File: src/rtl/acc_pkg.sv
package acc_pkg;

  localparam int OPC_W = 4;

  typedef enum logic [OPC_W-1:0] {
    OP_HALT  = 4'd0,
    OP_LOAD  = 4'd1,
    OP_STORE = 4'd2,
    OP_ADD   = 4'd3,
    OP_SUB   = 4'd4,
    OP_AND   = 4'd5,
    OP_SHL   = 4'd6,
    OP_JUMP  = 4'd7
  } opcode_e;

  typedef enum logic [3:0] {
    ST_FETCH,
    ST_FREAD,
    ST_FCAP,
    ST_XFER,
    ST_DECODE,
    ST_DREAD,
    ST_DCAP,
    ST_EXEC,
    ST_HALT
  } state_e;

  // Instruction needs a data word from memory before execute
  function automatic logic op_reads_mem(opcode_e op);
    return (op == OP_LOAD) || (op == OP_ADD) || (op == OP_SUB) || (op == OP_AND);
  endfunction

  // Instruction places its operand in the address register during decode
  function automatic logic op_uses_addr(opcode_e op);
    return op_reads_mem(op) || (op == OP_STORE);
  endfunction

  // Instruction updates the accumulator in execute
  function automatic logic op_writes_acc(opcode_e op);
    return op_reads_mem(op) || (op == OP_SHL);
  endfunction

endpackage

File: src/rtl/acc_alu.sv
module acc_alu
  import acc_pkg::*;
#(
  parameter int DATA_W = 16
) (
  input  opcode_e           op,
  input  logic [DATA_W-1:0] acc,
  input  logic [DATA_W-1:0] mdr,
  output logic [DATA_W-1:0] result
);

  function automatic logic [DATA_W-1:0] alu_eval(
    opcode_e f_op,
    logic [DATA_W-1:0] a,
    logic [DATA_W-1:0] b
  );
    logic [DATA_W-1:0] r;
    case (f_op)
      OP_LOAD: r = b;
      OP_ADD:  r = a + b;
      OP_SUB:  r = a - b;
      OP_AND:  r = a & b;
      OP_SHL:  r = {a[DATA_W-2:0], 1'b0};
      default: r = a;
    endcase
    return r;
  endfunction

  assign result = alu_eval(op, acc, mdr);

endmodule

File: src/rtl/acc_ctrl.sv
module acc_ctrl
  import acc_pkg::*;
(
  input  logic    clk,
  input  logic    rst_n,
  input  opcode_e op,
  output state_e  st,
  output logic    mar_from_pc,
  output logic    mar_from_opd,
  output logic    rd,
  output logic    we,
  output logic    pc_inc,
  output logic    mdr_ld,
  output logic    cir_ld,
  output logic    acc_ld,
  output logic    pc_jmp,
  output logic    halted
);

  state_e st_q, st_d;

  always_ff @(posedge clk) begin
    if (!rst_n) st_q <= ST_FETCH;
    else        st_q <= st_d;
  end

  always_comb begin
    st_d         = st_q;
    mar_from_pc  = 1'b0;
    mar_from_opd = 1'b0;
    rd           = 1'b0;
    we           = 1'b0;
    pc_inc       = 1'b0;
    mdr_ld       = 1'b0;
    cir_ld       = 1'b0;
    acc_ld       = 1'b0;
    pc_jmp       = 1'b0;
    case (st_q)
      ST_FETCH: begin
        mar_from_pc = 1'b1;
        st_d        = ST_FREAD;
      end
      ST_FREAD: begin
        rd     = 1'b1;
        pc_inc = 1'b1;
        st_d   = ST_FCAP;
      end
      ST_FCAP: begin
        mdr_ld = 1'b1;
        st_d   = ST_XFER;
      end
      ST_XFER: begin
        cir_ld = 1'b1;
        st_d   = ST_DECODE;
      end
      ST_DECODE: begin
        mar_from_opd = op_uses_addr(op);
        st_d         = op_reads_mem(op) ? ST_DREAD : ST_EXEC;
      end
      ST_DREAD: begin
        rd   = 1'b1;
        st_d = ST_DCAP;
      end
      ST_DCAP: begin
        mdr_ld = 1'b1;
        st_d   = ST_EXEC;
      end
      ST_EXEC: begin
        we     = (op == OP_STORE);
        pc_jmp = (op == OP_JUMP);
        acc_ld = op_writes_acc(op);
        st_d   = (op == OP_HALT) ? ST_HALT : ST_FETCH;
      end
      ST_HALT: st_d = ST_HALT;
      default: st_d = ST_FETCH;
    endcase
  end

  assign st     = st_q;
  assign halted = (st_q == ST_HALT);


  rd_we_excl_chk: assert property (@(posedge clk) disable iff (!rst_n)
    !(rd && we));


  halt_sticky_chk: assert property (@(posedge clk) disable iff (!rst_n)
    halted |=> halted);


  halt_quiet_chk: assert property (@(posedge clk) disable iff (!rst_n)
    halted |-> (!rd && !we));


  store_once_chk: assert property (@(posedge clk) disable iff (!rst_n)
    we |=> !we);

endmodule

File: src/rtl/acc_datapath.sv
module acc_datapath #(
  parameter int DATA_W = 16,
  parameter int ADDR_W = 12
) (
  input  logic              clk,
  input  logic              rst_n,
  input  logic              mar_from_pc,
  input  logic              mar_from_opd,
  input  logic              pc_inc,
  input  logic              mdr_ld,
  input  logic              cir_ld,
  input  logic              acc_ld,
  input  logic              pc_jmp,
  input  logic [DATA_W-1:0] rdata,
  input  logic [DATA_W-1:0] alu_res,
  output logic [ADDR_W-1:0] mar,
  output logic [DATA_W-1:0] mdr,
  output logic [DATA_W-1:0] cir,
  output logic [DATA_W-1:0] acc
);

  logic [ADDR_W-1:0] pc_q, mar_q;
  logic [DATA_W-1:0] mdr_q, cir_q, acc_q;
  logic [ADDR_W-1:0] opd;

  assign opd = cir_q[ADDR_W-1:0];

  always_ff @(posedge clk) begin
    if (!rst_n) begin
      pc_q  <= '0;
      mar_q <= '0;
      mdr_q <= '0;
      cir_q <= '0;
      acc_q <= '0;
    end else begin
      if (pc_jmp)      pc_q <= opd;
      else if (pc_inc) pc_q <= pc_q + ADDR_W'(1);
      if (mar_from_pc)       mar_q <= pc_q;
      else if (mar_from_opd) mar_q <= opd;
      if (mdr_ld) mdr_q <= rdata;
      if (cir_ld) cir_q <= mdr_q;
      if (acc_ld) acc_q <= alu_res;
    end
  end

  assign mar = mar_q;
  assign mdr = mdr_q;
  assign cir = cir_q;
  assign acc = acc_q;


  pc_step_chk: assert property (@(posedge clk) disable iff (!rst_n)
    pc_inc |=> (pc_q == ADDR_W'($past(pc_q) + 1'b1)));


  cir_from_mdr_chk: assert property (@(posedge clk) disable iff (!rst_n)
    cir_ld |=> (cir_q == $past(mdr_q)));


  jump_target_chk: assert property (@(posedge clk) disable iff (!rst_n)
    pc_jmp |=> (pc_q == $past(cir_q[ADDR_W-1:0])));


  fetch_addr_chk: assert property (@(posedge clk) disable iff (!rst_n)
    mar_from_pc |=> (mar_q == $past(pc_q)));

endmodule

File: src/rtl/acc_core.sv
module acc_core
  import acc_pkg::*;
#(
  parameter int DATA_W = 16,
  parameter int ADDR_W = DATA_W - OPC_W
) (
  input  logic              clk,
  input  logic              rst_n,
  output logic [ADDR_W-1:0] mem_addr,
  output logic              mem_rd,
  output logic              mem_we,
  output logic [DATA_W-1:0] mem_wdata,
  input  logic [DATA_W-1:0] mem_rdata,
  output logic              halted
);

  state_e            st;
  opcode_e           op;
  logic              mar_from_pc, mar_from_opd, pc_inc, mdr_ld, cir_ld, acc_ld, pc_jmp;
  logic [ADDR_W-1:0] mar;
  logic [DATA_W-1:0] mdr, cir, acc, alu_res;

  assign op = opcode_e'(cir[DATA_W-1 -: OPC_W]);

  acc_ctrl u_ctrl (
    .clk          (clk),
    .rst_n        (rst_n),
    .op           (op),
    .st           (st),
    .mar_from_pc  (mar_from_pc),
    .mar_from_opd (mar_from_opd),
    .rd           (mem_rd),
    .we           (mem_we),
    .pc_inc       (pc_inc),
    .mdr_ld       (mdr_ld),
    .cir_ld       (cir_ld),
    .acc_ld       (acc_ld),
    .pc_jmp       (pc_jmp),
    .halted       (halted)
  );

  acc_datapath #(.DATA_W(DATA_W), .ADDR_W(ADDR_W)) u_dp (
    .clk          (clk),
    .rst_n        (rst_n),
    .mar_from_pc  (mar_from_pc),
    .mar_from_opd (mar_from_opd),
    .pc_inc       (pc_inc),
    .mdr_ld       (mdr_ld),
    .cir_ld       (cir_ld),
    .acc_ld       (acc_ld),
    .pc_jmp       (pc_jmp),
    .rdata        (mem_rdata),
    .alu_res      (alu_res),
    .mar          (mar),
    .mdr          (mdr),
    .cir          (cir),
    .acc          (acc)
  );

  acc_alu #(.DATA_W(DATA_W)) u_alu (
    .op     (op),
    .acc    (acc),
    .mdr    (mdr),
    .result (alu_res)
  );

  assign mem_addr  = mar;
  assign mem_wdata = acc;


  data_read_in_dread_chk: assert property (@(posedge clk) disable iff (!rst_n)
    (mem_rd && st == ST_DREAD) |-> (mem_addr == cir[ADDR_W-1:0]));

endmodule

File: config.mk
export PLATFORM = sky130hd
export DESIGN_NAME = acc_core
export DESIGN_NICKNAME = d
export VERILOG_FILES = /design/src/rtl/acc_pkg.sv /design/src/rtl/acc_alu.sv /design/src/rtl/acc_ctrl.sv /design/src/rtl/acc_datapath.sv /design/src/rtl/acc_core.sv
export SDC_FILE = /design/constraint.sdc
export NUM_CORES = 1
export LEC_CHECK = 0
export BUFFER_PORTS_ARGS = -buffer_cell sky130_fd_sc_hd__buf_2
export CAP_MARGIN = 40
export CORE_ASPECT_RATIO = 1.25
export CORE_MARGIN = 2
export CORE_UTILIZATION = 60
export CTS_CLUSTER_SIZE = 16
export DETAILED_ROUTE_END_ITERATION = 10
export GPL_TIMING_DRIVEN = 1
export PLACE_DENSITY = 0.82
export SLEW_MARGIN = 15
export SYNTH_ARGS = -nofsm -noshare
export SYNTH_HDL_FRONTEND = slang
export SYNTH_HIERARCHICAL = 1
export SYNTH_SLANG_ARGS = --single-unit
File: constraint.sdc
create_clock -name clk -period 8.6 [get_ports clk]
set_input_delay 0.43 -clock clk [delete_from_list [all_inputs] [get_ports clk]]
set_output_delay 0.43 -clock clk [all_outputs]
set_load 0.02 [all_outputs]
# After elaboration in Yosys (flattened, before gate mapping)
# Index checks and enable logic that the tools add are counted.
[word_totals]
in_bits = 18
reg_bits = 76
wordCells = 55
[classes]
n_addsub = 3
n_eq_ne = 15
bitwise_logic = 1
n_mux = 17
reduce_logical = 13
[ops]
columns = ["op", "n"]
rows = [
  ["$pmux W16 S5", 1],
  ["$mux W12", 4],
  ["$pmux W4 S9", 1],
  ["$eq A4 B3 Y1 const B", 8],
  ["$add A16 B16 Y16", 1],
  ["$and A16 B16 Y16", 1],
  ["$eq A4 B2 Y1 const B", 4],
  ["$sub A16 B16 Y16", 1],
  ["$add A12 B1 Y12 const B", 1],
  ["$mux W1", 9],
  ["$eq A4 B1 Y1 const B", 2],
  ["$logic_not A4 Y1", 2],
  ["$logic_or A1 B1 Y1", 5],
  ["$reduce_bool A5 Y1", 1],
  ["$eq A4 B4 Y1 const B", 1],
  ["$mux W4", 1],
  ["$reduce_bool A2 Y1", 2],
  ["$reduce_or A2 Y1", 2],
  ["$mux W2", 1],
  ["$reduce_and A2 Y1", 1],
]

# Depth between registers and ports, before layout
# Gate-level depths: netlist (run 1).
[depth]
depth_word = 8
mapped_depth = 16
ltp_nobuf = 16

# Hierarchy
# Netlist (run 1), hierarchy kept.
[modules_own_cells]
columns = ["module", "area_per_inst_um2", "instances", "cells_each"]
rows = [
  ["acc_datapath", 2862.7, 1, 297],
  ["acc_alu", 1671.6, 1, 252],
  ["acc_ctrl", 256.5, 1, 33],
]

# Worst setup path after synthesis (run 1)
# No wires, ideal clock.
[synth_path]
path_type = "reg-to-reg"
startpoint = "register u_dp.cir_q[14], in the netlist u_dp/cir[14]"
endpoint = "register u_dp.acc_q[14], in the netlist u_dp/acc[14]"
slack_ps = 5233
arrival_ps = 3302
stages_incl_launch_ff = 14
path_buffers = 2
period_less_slack_ps = 3367
path_cell_list = "dfxtp_1 > buf_4 > or4b_2 > buf_2 > a21o_1 > fa_1 > nand2b_1 > a211o_1 > a31o_2 > a21oi_1 > nor3_1 > o32ai_1 > mux2i_1 > nor2_1"
[synth_between]
word_cells_on_any_way = 13
cone_classes = "5 x eq/ne; 2 x mux; 6 x reduce/logical"
[synth_rtl]
columns = ["element", "line", "rtl"]
rows = [
  ["from (decl)", "acc_datapath.sv:23", "logic [DATA_W-1:0] mdr_q, cir_q, acc_q;"],
  ["from (signal assigned)", "acc_datapath.sv:41", "if (cir_ld) cir_q <= mdr_q;"],
  ["$eq A4 B3 Y1, or another cell as far along", "acc_alu.sv:18", "case (f_op)"],
  ["$pmux W16 S5 *", "acc_alu.sv:18", ""],
  ["via alu_res[14]", "acc_core.sv:21", "logic [DATA_W-1:0] mdr, cir, acc, alu_res;"],
  ["to (signal assigned)", "acc_datapath.sv:42", "if (acc_ld) acc_q <= alu_res;"],
  ["to (decl)", "acc_datapath.sv:23", ""],
]
# Mark *: on every way through the listed nets, which the timed path passes. The rest lies on a longest branch.
# A chain may end at the register's enable or synchronous reset.

# Worst setup path in the final report (run 1)
[layout_path]
startpoint = "register u_dp.cir_q[14], in the netlist u_dp/cir[14]"
endpoint = "register u_dp.acc_q[13], in the netlist u_dp/acc[13]"
# The elaborated chain is that of the path after synthesis.

==> results.toml, run 1 <==
[worst_hold_path]
hold_depth = 3
min_to = "u_dp/mdr[8]"
hold_start = "mem_rdata[8]"
min_path_type = "in -> reg"

[yosys]
synth_top_flop_cell = "dfxtp_1"
syn_nets = 619
syn-instance-count = 582
synth_top_area_share = 0.318
seq_area_frac_synth = 0.318
synth_top_cell_by_area = "dfxtp_1"
post-synth-top-count-cell = "nor2_1"
synth_area_leaders = "dfxtp_1, mux2i_1, nor2_1"
ys_ff_latch = 76
synth_common_cells = "nor2_1, dfxtp_1, a21oi_1, mux2i_1, nand2_1"
synth_edf_count = 0
synth_cell_types = 66
syn_area_um2 = 4790
syn_area_per_cell_um2 = 8.23
async_reset_ff_frac = 0
ys_warn_count = 6

[global_routing]
grt_pass1_vias = 4269
grt_pass1_wl_um = 20500
grt_use_met1 = 0.346
grt_most_used_layer = "met2"
use_met3 = 0.0492
antenna_found_initial = 0
grtUsageTotal = 0.285
groute.layer.met2.usage = 0.487
grt_max_degree = 47
overflow = 0

[clock_tree]
clockBufferDepth = 2
htree_levels = 3
root_buffer = "clkbuf_8"
tritoncts = "yes"
cts_buffers = 9
clkLatencyLatePin_ns = 0.36
cts_num_sinks = 76
path_clk_slew_ns = 0.09
cts_hold_buf = 0
cts-resized-gates = 0
cts_setup_buffers = 0

[place]
hpwlAfterDp_um = 8610
portBuffers = 48
dpl_cell_area_um2 = 5130
place_congestion = 0.904
dp_cells = 705

[worst_setup_path]
cpLargestDelayFamily = "compound AO/OA/AOI/OAI gates"
r2r-end = "u_dp/acc[13]"
cp-start-kind = "register"
cp_slowest_cell = "or4b_2"
endpoint_kind = "register"
r2r_slack_ns = 4.66
path_common_cell = "nor2_1"
path_cells = "buf_8 -> or4b_2 -> nor2_1 -> a21o_1 -> inv_1 -> ha_1 -> nor2b_1 -> o31a_1 -> o21ai_0 -> a21oi_1 -> o21a_1 -> o31ai_1 -> mux2i_1 -> nor2_1"
worstPathBufferInverterCount = 2
crit_type = "reg -> reg"
r2r_start = "u_dp/cir[14]"
crit_required_ns = 8.90
worstPathArrival_ns = 4.24
reg2reg_depth = 14
crit_fanout = 18
critical_path.max_stage_delay_ns = 0.75

[floorplanning]
num_rows = 36
die_h_um = 104
dieArea_um2 = 8720
die_w_um = 83.9
coreArea_um2 = 7790
pin_count = 49
start_util = 0.615

[sta]
finalMaxSlewViolations = 0
fmax_mhz = 254
rsz0062_at_grt = "false"
setup_viol = 0
finalHoldViolCount = 0
tightestPinTransition_ns = 0.809
final.setup.tns_ns = 0
period_needed_ns = 3.94
clock_skew_ns = 0.00936
max_slew_margin = 0.459
post-route-period-util = 0.458

[power]
power.density_nw_per_um2 = 166
vdd_drop_max_mv = 0.162
p_leak_nw = 2.07

[drt]
vias = 4478
wl_per_cell_um = 17.1
finalWirelength_um = 12300
drt_pass1_iterations = 5
drt_iter0_markers = 365
drc = 0
avgViaCountPerCell = 6.21
ant_nets = 0

[finish]
postLayoutCellArea_um2 = 5340
diodes = 0
fin_nets = 658
final_cells = 721
drive_gt1_frac = 0.150
syn_to_final_growth_pct = 11.4

[job]
drv_cap = 0

[outcome]
status = "finished clean"
## worst max-delay path by stage
stage / from / slack, ns / endpoint / cells past startpoint
after floorplan: u_dp/cir[14] / 5.23 / u_dp/acc[14] / 13
after global placement: u_dp/cir[14] / 4.74 / u_dp/acc[14] / 11
after detailed placement: u_dp/cir[14] / 4.79 / u_dp/acc[13] / 14
after CTS: u_dp/cir[14] / 4.76 / u_dp/acc[13] / 14
after global routing: u_dp/cir[14] / 4.46 / u_dp/acc[15] / 13
final: u_dp/cir[14] / 4.66 / u_dp/acc[13] / 14
## worst reg2reg max path, delay by kind of cell (launching register included)
family,cells,cell delay (ns)
compound gates,6,1.35
simple gates,4,1.19
flops,1,0.66
buf+inv,2,0.30
fa+ha+maj,1,0.27
mux,1,0.11
## cells in the final DEF (no fill, tap or decap), types with 7 or more instances in the layout
| cell | instances |
|---|---|
| xnor2_1 | 20 |
| mux2i_1 | 63 |
| ha_1 | 18 |
| xor2_1 | 15 |
| o21ai_0 | 25 |
| nor2_1 | 106 |
| a21oi_1 | 63 |
| dfxtp_1 | 76 |
| clkbuf_8 | 9 |
| inv_1 | 18 |
| buf_2 | 48 |
| a221oi_1 | 7 |
| nand2_1 | 30 |
| nor3_1 | 9 |
| nand3_1 | 7 |
## registers in the layout, indices dropped and copies added, names as in the netlist
register / count
u_dp/acc: 16
u_dp/cir: 16
u_dp/mdr: 16
u_dp/mar: 12
u_dp/pc_q: 12
u_ctrl/st: 4
## layout make-up
class	count	area, um2
multi-input cells	458	3080
fillers	623	2460
flip-flops and latches	76	1520
repair buffers	57	339
clock buffers	9	124
well taps	95	119
clock inverters	7	81.3
inverters	19	71.3
## report_power, final
part	leakage, nW	total, W	switching (W)	internal, W
Combinational	1.35	0.000218	0.000123	0.0000948
Clock	0.101	0.000289	0.000151	0.000138
Sequential	0.614	0.000377	0.0000174	0.000360
Total	2.07	0.000884	0.000292	0.000593
## kinds of logic after synthesis
group                      after synthesis  share of synthesized area
AOI/OAI and AO/OA                      139                      0.181
and+or+nand+nor                        202                      0.213
DFF                                     76                      0.318
muxes                                   63                      0.132
xor gates and xnor gates                35                     0.0640
buffers and inverters                   48                     0.0420
adders and majority gates               19                     0.0512
## per-layer routing
layer	up-vias	part of all wire
met5	-	0
met2	204	0.49
met3	46	0.065
met4	0	0.037
met1	2078	0.41
li1	2150	-
## through the flow
stage | setup WS [ns] | power, W | hold slack [ns] | util
6_report | 4.66 | 0.000884 | 0.297 | 0.685
5_1_grt | 4.46 | 0.000925 | 0.302 | 0.685
4_1_cts | 4.76 | 0.000884 | 0.293 | 0.685
3_5_place_dp | 4.79 | 0.000597 | 0.508 | 0.658
3_3_place_gp | 4.74 | 0.000589 | 0.504 | 0.650
2_1_floorplan | 5.23 | 0.000551 | 0.476 | -
No activity file was read; power rests on OpenSTA's default activity.
==> run 2: changes to the inputs <==
--- a/config.mk
+++ b/config.mk
@@ -5,6 +5,7 @@
 export SDC_FILE = /design/constraint.sdc
 export NUM_CORES = 1
 export LEC_CHECK = 0
+export ABC_AREA = 1
 export BUFFER_PORTS_ARGS = -buffer_cell sky130_fd_sc_hd__buf_2
 export CAP_MARGIN = 40
 export CORE_ASPECT_RATIO = 1.25
==> constraint.sdc (replaced) <==
create_clock -name clk -period 3.98 [get_ports clk]
set_input_delay 0.199 -clock clk [delete_from_list [all_inputs] [get_ports clk]]
set_output_delay 0.199 -clock clk [all_outputs]
set_load 0.02 [all_outputs]
==> run 2 against run 1 <==
Against the previous run: final area is 2.1% higher; synthesized cell count grew 29%; via count up 18%; first-iteration DRC count up 4.9%; area after synthesis is 3.4% higher; fmax rose by 23%; flip-flop and latch count unchanged; highest routed layer unchanged.
==> results.toml, run 2 <==
[outcome]
status = "finished clean"

[yosys]
synth_cell_types = 47
ys_ff_latch = 76
ys_warn_count = 6
syn_nets = 790
synth_edf_count = 0
synth_area_leaders = "dfxtp_1, nor2_1, nand2_1"
synth_top_area_share = 0.307
seq_area_frac_synth = 0.307
async_reset_ff_frac = 0
synth_top_flop_cell = "dfxtp_1"
syn-instance-count = 753
synth_common_cells = "nor2_1, nand2_1, o21ai_0"
post-synth-top-count-cell = "nor2_1"
syn_area_per_cell_um2 = 6.58
synth_top_cell_by_area = "dfxtp_1"
syn_area_um2 = 4950

[floorplanning]
die_h_um = 106
coreArea_um2 = 8150
num_rows = 37
dieArea_um2 = 9000
start_util = 0.608
die_w_um = 85.3
pin_count = 49

[finish]
layout_commonest_cell = "nor2_1"
drive_gt1_frac = 0.132
mostFrequentLayoutCells = "nor2_1, nand2_1, o21ai_0"
fin_nets = 828
multiInputGateArea_um2 = 2980
diodes = 0
syn_to_final_growth_pct = 9.95
nFillCells = 733
seqCellArea_um2 = 1520

[power]
vdd_drop_max_mv = 0.294
clkPwrFrac = 0.316
seq_power_share = 0.401
combPwrFrac = 0.283
net-switching-power_w = 0.000747
power.density_nw_per_um2 = 387
swShare = 0.354
p_leak_nw = 2.63
power_w = 0.00211
intPower_w = 0.00136

[drt]
drc = 0
ant_nets = 0
finalWirelength_um = 13900
avgViaCountPerCell = 5.93
drt_pass1_iterations = 6
vias = 5297
wl_per_cell_um = 15.6
drt_iter0_markers = 383

[clock_tree]
cts_hold_buf = 0
cts_setup_buffers = 0
cts_num_sinks = 76
clkLatencyLatePin_ns = 0.35
htree_levels = 3
root_buffer = "clkbuf_8"
clockBufferDepth = 2
cts-resized-gates = 0
tritoncts = "yes"
path_clk_slew_ns = 0.08
cts_buffers = 9

[sta]
rsz0062_at_grt = "false"
max_slew_margin = 0.593
tightestPinTransition_ns = 0.611
period_needed_ns = 3.20
fmax_mhz = 313
clock_skew_ns = 0.00611
final.setup.tns_ns = 0
finalMaxSlewViolations = 0
post-route-period-util = 0.804
setup_viol = 0
finalHoldViolCount = 0

[worst_hold_path]
hold_depth = 3
min_to = "u_dp/mdr[9]"
hold_start = "mem_rdata[9]"
min_path_type = "in -> reg"

[worst_setup_path]
crit_required_ns = 4.27
r2r_start = "u_dp/cir[14]"
endpoint_kind = "register"
critical_path.max_stage_delay_ns = 0.51
path_cells = "inv_2 -> nor2_4 -> nand3_2 -> nand2_1 -> o21ai_0 -> xor2_1 -> ha_1 -> nand2_1 -> inv_1 -> a21oi_1 -> nand2_1 -> nand2_1 -> nand2_1 -> nand2_1 -> nand3_1 -> a21oi_1 -> nor2_1 -> nor2_1"
reg2reg_depth = 18
crit_fanout = 13
r2r-end = "u_dp/acc[15]"
cp_slowest_cell = "dfxtp_1"
worstPathArrival_ns = 3.48
cp-start-kind = "register"
crit_type = "reg -> reg"
r2r_slack_ns = 0.78
path_common_cell = "nand2_1"

[place]
portBuffers = 48
hpwlAfterDp_um = 10300
place_congestion = 0.987

[global_routing]
antenna_found_initial = 0
grt_pass1_vias = 5125
grt_pass1_wl_um = 23000
overflow = 0
grtUsageTotal = 0.313
grt_max_degree = 51

[job]
drv_cap = 0
[run 2: cell types whose count changed after synthesis, moves of 11 or more]
cell and change:
a21oi_1 -23, inv_1 +57, nor2_1 +38, nand3_1 +35, mux2i_1 -63, o21ai_0 +57, nand2_1 +88, xnor2_1 -19
o221ai_1 +11
[run 2: cells by family after synthesis]
group / after synthesis / share of synthesized area
buffers and inverters: 109 / 0.0910
AND/OR/NAND/NOR: 361 / 0.324
XOR/XNOR: 18 / 0.0318
adder cells (fa/ha/maj): 19 / 0.0495
AO/OA/AOI/OAI: 170 / 0.197
flip-flops: 76 / 0.307
[run 2: per-layer routing]
| metal | GRT usage | part of all wire | vias to the layer above |
|---|---|---|---|
| met3 | 0.0501 | 0.059 | 53 |
| met2 | 0.533 | 0.50 | 233 |
| li1 | - | - | 2567 |
| met5 | 0 | 0 | - |
| met1 | 0.361 | 0.40 | 2444 |
| met4 | 0.190 | 0.039 | 0 |
[run 2: cell type report]
class,instances,area share
Clock inverter,6,0.0161
Multi-Input combinational cell,568,0.547
Sequential cell,76,0.279
Tap cell,97,0.0223
Inverter,85,0.0591
Timing Repair Buffer,51,0.0506
Clock buffer,10,0.0253
[run 2: worst max path at each step]
stage                             from            to  slack, ns  depth (start not counted)
final                     u_dp/cir[14]  u_dp/acc[15]       0.78                         18
after global placement     u_dp/mdr[0]  u_dp/acc[15]       0.99                         22
after floorplan            u_dp/mdr[0]  u_dp/acc[15]       1.40                         23
after detailed placement  u_dp/cir[14]  u_dp/acc[11]       0.90                         17
after CTS                 u_dp/cir[14]  u_dp/acc[11]       0.87                         17
after global routing      u_dp/cir[14]  u_dp/acc[15]       0.48                         18
[run 2: power groups by stage]
stage / sequential (W) / clock, W / combinational (W)
2_1_floorplan: 0.000865 / 0 / 0.000429
3_3_place_gp: 0.000860 / 0 / 0.000563
3_5_place_dp: 0.000862 / 0 / 0.000580
4_1_cts: 0.000845 / 0.000671 / 0.000582
5_1_grt: 0.000851 / 0.000712 / 0.000661
6_report: 0.000846 / 0.000667 / 0.000597
[run 2: critical path, delay by kind of cell (launching register included)]
family / cells / cell delay [ns]
buffers and inverters: 2 / 0.26
flip-flops: 1 / 0.51
AND/OR/NAND/NOR: 11 / 1.39
XOR/XNOR: 1 / 0.22
AO/OA/AOI/OAI: 3 / 0.42
adder cells (fa/ha/maj): 1 / 0.32
[run 2: metrics by stage]
stage / setup WS (ns) / area, um2 / hold slack, ns / utilization / cells
final: 0.781 / 5450 / 0.0678 / 0.668 / 893
after global routing: 0.481 / 5450 / 0.0640 / 0.668 / 893
after CTS: 0.871 / 5450 / 0.0587 / 0.668 / 893
after detailed placement: 0.897 / 5220 / 0.429 / 0.641 / 877
after global placement: 0.989 / 5200 / 0.421 / 0.638 / 876
after floorplan: 1.40 / 4950 / 0.334 / - / 753
==> run 3: changes to the inputs <==
==> constraint.sdc (replaced) <==
create_clock -name clk -period 3.2 [get_ports clk]
set_input_delay 0.16 -clock clk [delete_from_list [all_inputs] [get_ports clk]]
set_output_delay 0.16 -clock clk [all_outputs]
set_load 0.02 [all_outputs]
==> run 3 against run 2 <==
Against the previous run: combinational power up 28%; die area unchanged; power up 23%.
==> results.toml, run 3 (same netlist as run 2, synthesis figures left out) <==
[outcome]
status = "finished clean"

[floorplanning]
die_w_um = 85.3
start_util = 0.608
coreArea_um2 = 8150
die_h_um = 106
pin_count = 49
num_rows = 37
dieArea_um2 = 9000

[global_routing]
grt_max_degree = 35
grt_pass1_wl_um = 23700
grt_pass1_vias = 5162
grtUsageTotal = 0.322
antenna_found_initial = 0
overflow = 0

[finish]
syn_to_final_growth_pct = 10.6
final_cells = 896
diodes = 0
layout_commonest_cell = "nor2_1"
fin_nets = 832
fin_util = 0.672
drive_gt1_frac = 0.146
mostFrequentLayoutCells = "nor2_1, nand2_1, o21ai_0"

[clock_tree]
tritoncts = "yes"
clkLatencyLatePin_ns = 0.35
cts_buffers = 9
clockBufferDepth = 2
path_clk_slew_ns = 0.08
cts_hold_buf = 0
root_buffer = "clkbuf_8"
cts_num_sinks = 76
htree_levels = 3

[power]
vdd_drop_max_mv = 0.306
power_w = 0.00259
p_leak_nw = 2.64
power.density_nw_per_um2 = 474

[sta]
fmax_mhz = 332
final.setup.tns_ns = 0
tightestPinTransition_ns = 0.622
clock_skew_ns = 0.00870
worst_slack_ns = 0.190
period_needed_ns = 3.01
setup_viol = 0
max_slew_margin = 0.585
post-route-period-util = 0.941
finalMaxSlewViolations = 0
finalHoldViolCount = 0

[worst_setup_path]
cp-start-kind = "register"
crit_required_ns = 3.44
crit_fanout = 5
worstPathArrival_ns = 3.25
crit_type = "reg -> reg"
endpoint_kind = "register"

[drt]
drc = 0
vias = 5313
avgViaCountPerCell = 5.93
wl_per_cell_um = 16.1
drt_iter0_markers = 356
drt_pass1_iterations = 5
finalWirelength_um = 14400
ant_nets = 0

[place]
portBuffers = 48
dp_cells = 880
hpwlAfterDp_um = 10300
post-place-ws_ns = 0.234
place_congestion = 0.939

[job]
drv_cap = 0

[worst_hold_path]
min_path_type = "in -> reg"
-- run 3: cell types whose count changed in the layout (fill, tap and decap cells not counted), sizes merged --
cell	before	now
buf	51	55
inv	83	84
clkinv	6	3
clkbuf	10	12
bufinv	2	1
-- run 3: area by class of cell --
class	instances	area, um2
Tap cell	97	121
Clock inverter	3	43.8
Sequential cell	76	1520
Multi-Input combinational cell	568	3010
Clock buffer	12	165
Fill cell	758	2670
Timing Repair Buffer	55	293
Inverter	85	322
-- run 3: through the flow --
step / instance area, um2 / hold slack, ns
floorplan: 4950 / 0.295
global placement: 5230 / 0.382
detailed placement: 5230 / 0.389
CTS: 5440 / 0.0200
global route: 5480 / 0.0341
finish: 5480 / 0.0319
-- run 3: worst paths after layout --
kind	from	to	slack, ns	cells past startpoint
setup reg to reg	u_dp/mdr[0]	u_dp/acc[9]	0.19	18
hold reg to reg	u_dp/cir[11]	u_dp/cir[11]	0.49	2
setup / recovery	u_dp/mdr[0]	u_dp/acc[9]	0.19	18
hold / removal	mem_rdata[2]	u_dp/mdr[2]	0.03	3
-- run 3: layer usage --
metal | track usage | wire length, um | vias up
met5 | 0 | 0 | -
li1 | - | - | 2578
met2 | 0.563 | 7290 | 228
met3 | 0.0454 | 894 | 59
met4 | 0.188 | 642 | 0
met1 | 0.367 | 5600 | 2448
-- run 3: worst max-delay path, cell delays in order, from the launching register on --
cell and delay [ns]:
dfxtp_2 0.36, inv_2 0.08, ha_1 0.15, inv_1 0.05, nor2_1 0.11, nand3_1 0.13, nor3_2 0.23, nor2_1 0.08
xor2_1 0.15, inv_1 0.07, ha_1 0.34, nand2_1 0.13, nor2_1 0.19, a21boi_0 0.37, o21ai_0 0.13, nand3_1 0.09
nand3b_1 0.09, nor2_1 0.11, nor2_1 0.06
-- run 3: report_power, final --
group	internal, W	leakage (nW)	total (W)	switching [W]
Sequential	0.000995	0.619	0.00105	0.0000550
Combinational	0.000254	1.91	0.000762	0.000508
Clock	0.000422	0.109	0.000783	0.000361
Total	0.00167	2.64	0.00259	0.000924
-- run 3: repair_timing --
| item | in CTS | in global routing |
|---|---|---|
| setup endpoints to repair | 0 | 4 |
| buffers inserted | 0 | 1 |
| gates resized for setup | 0 | 10 |
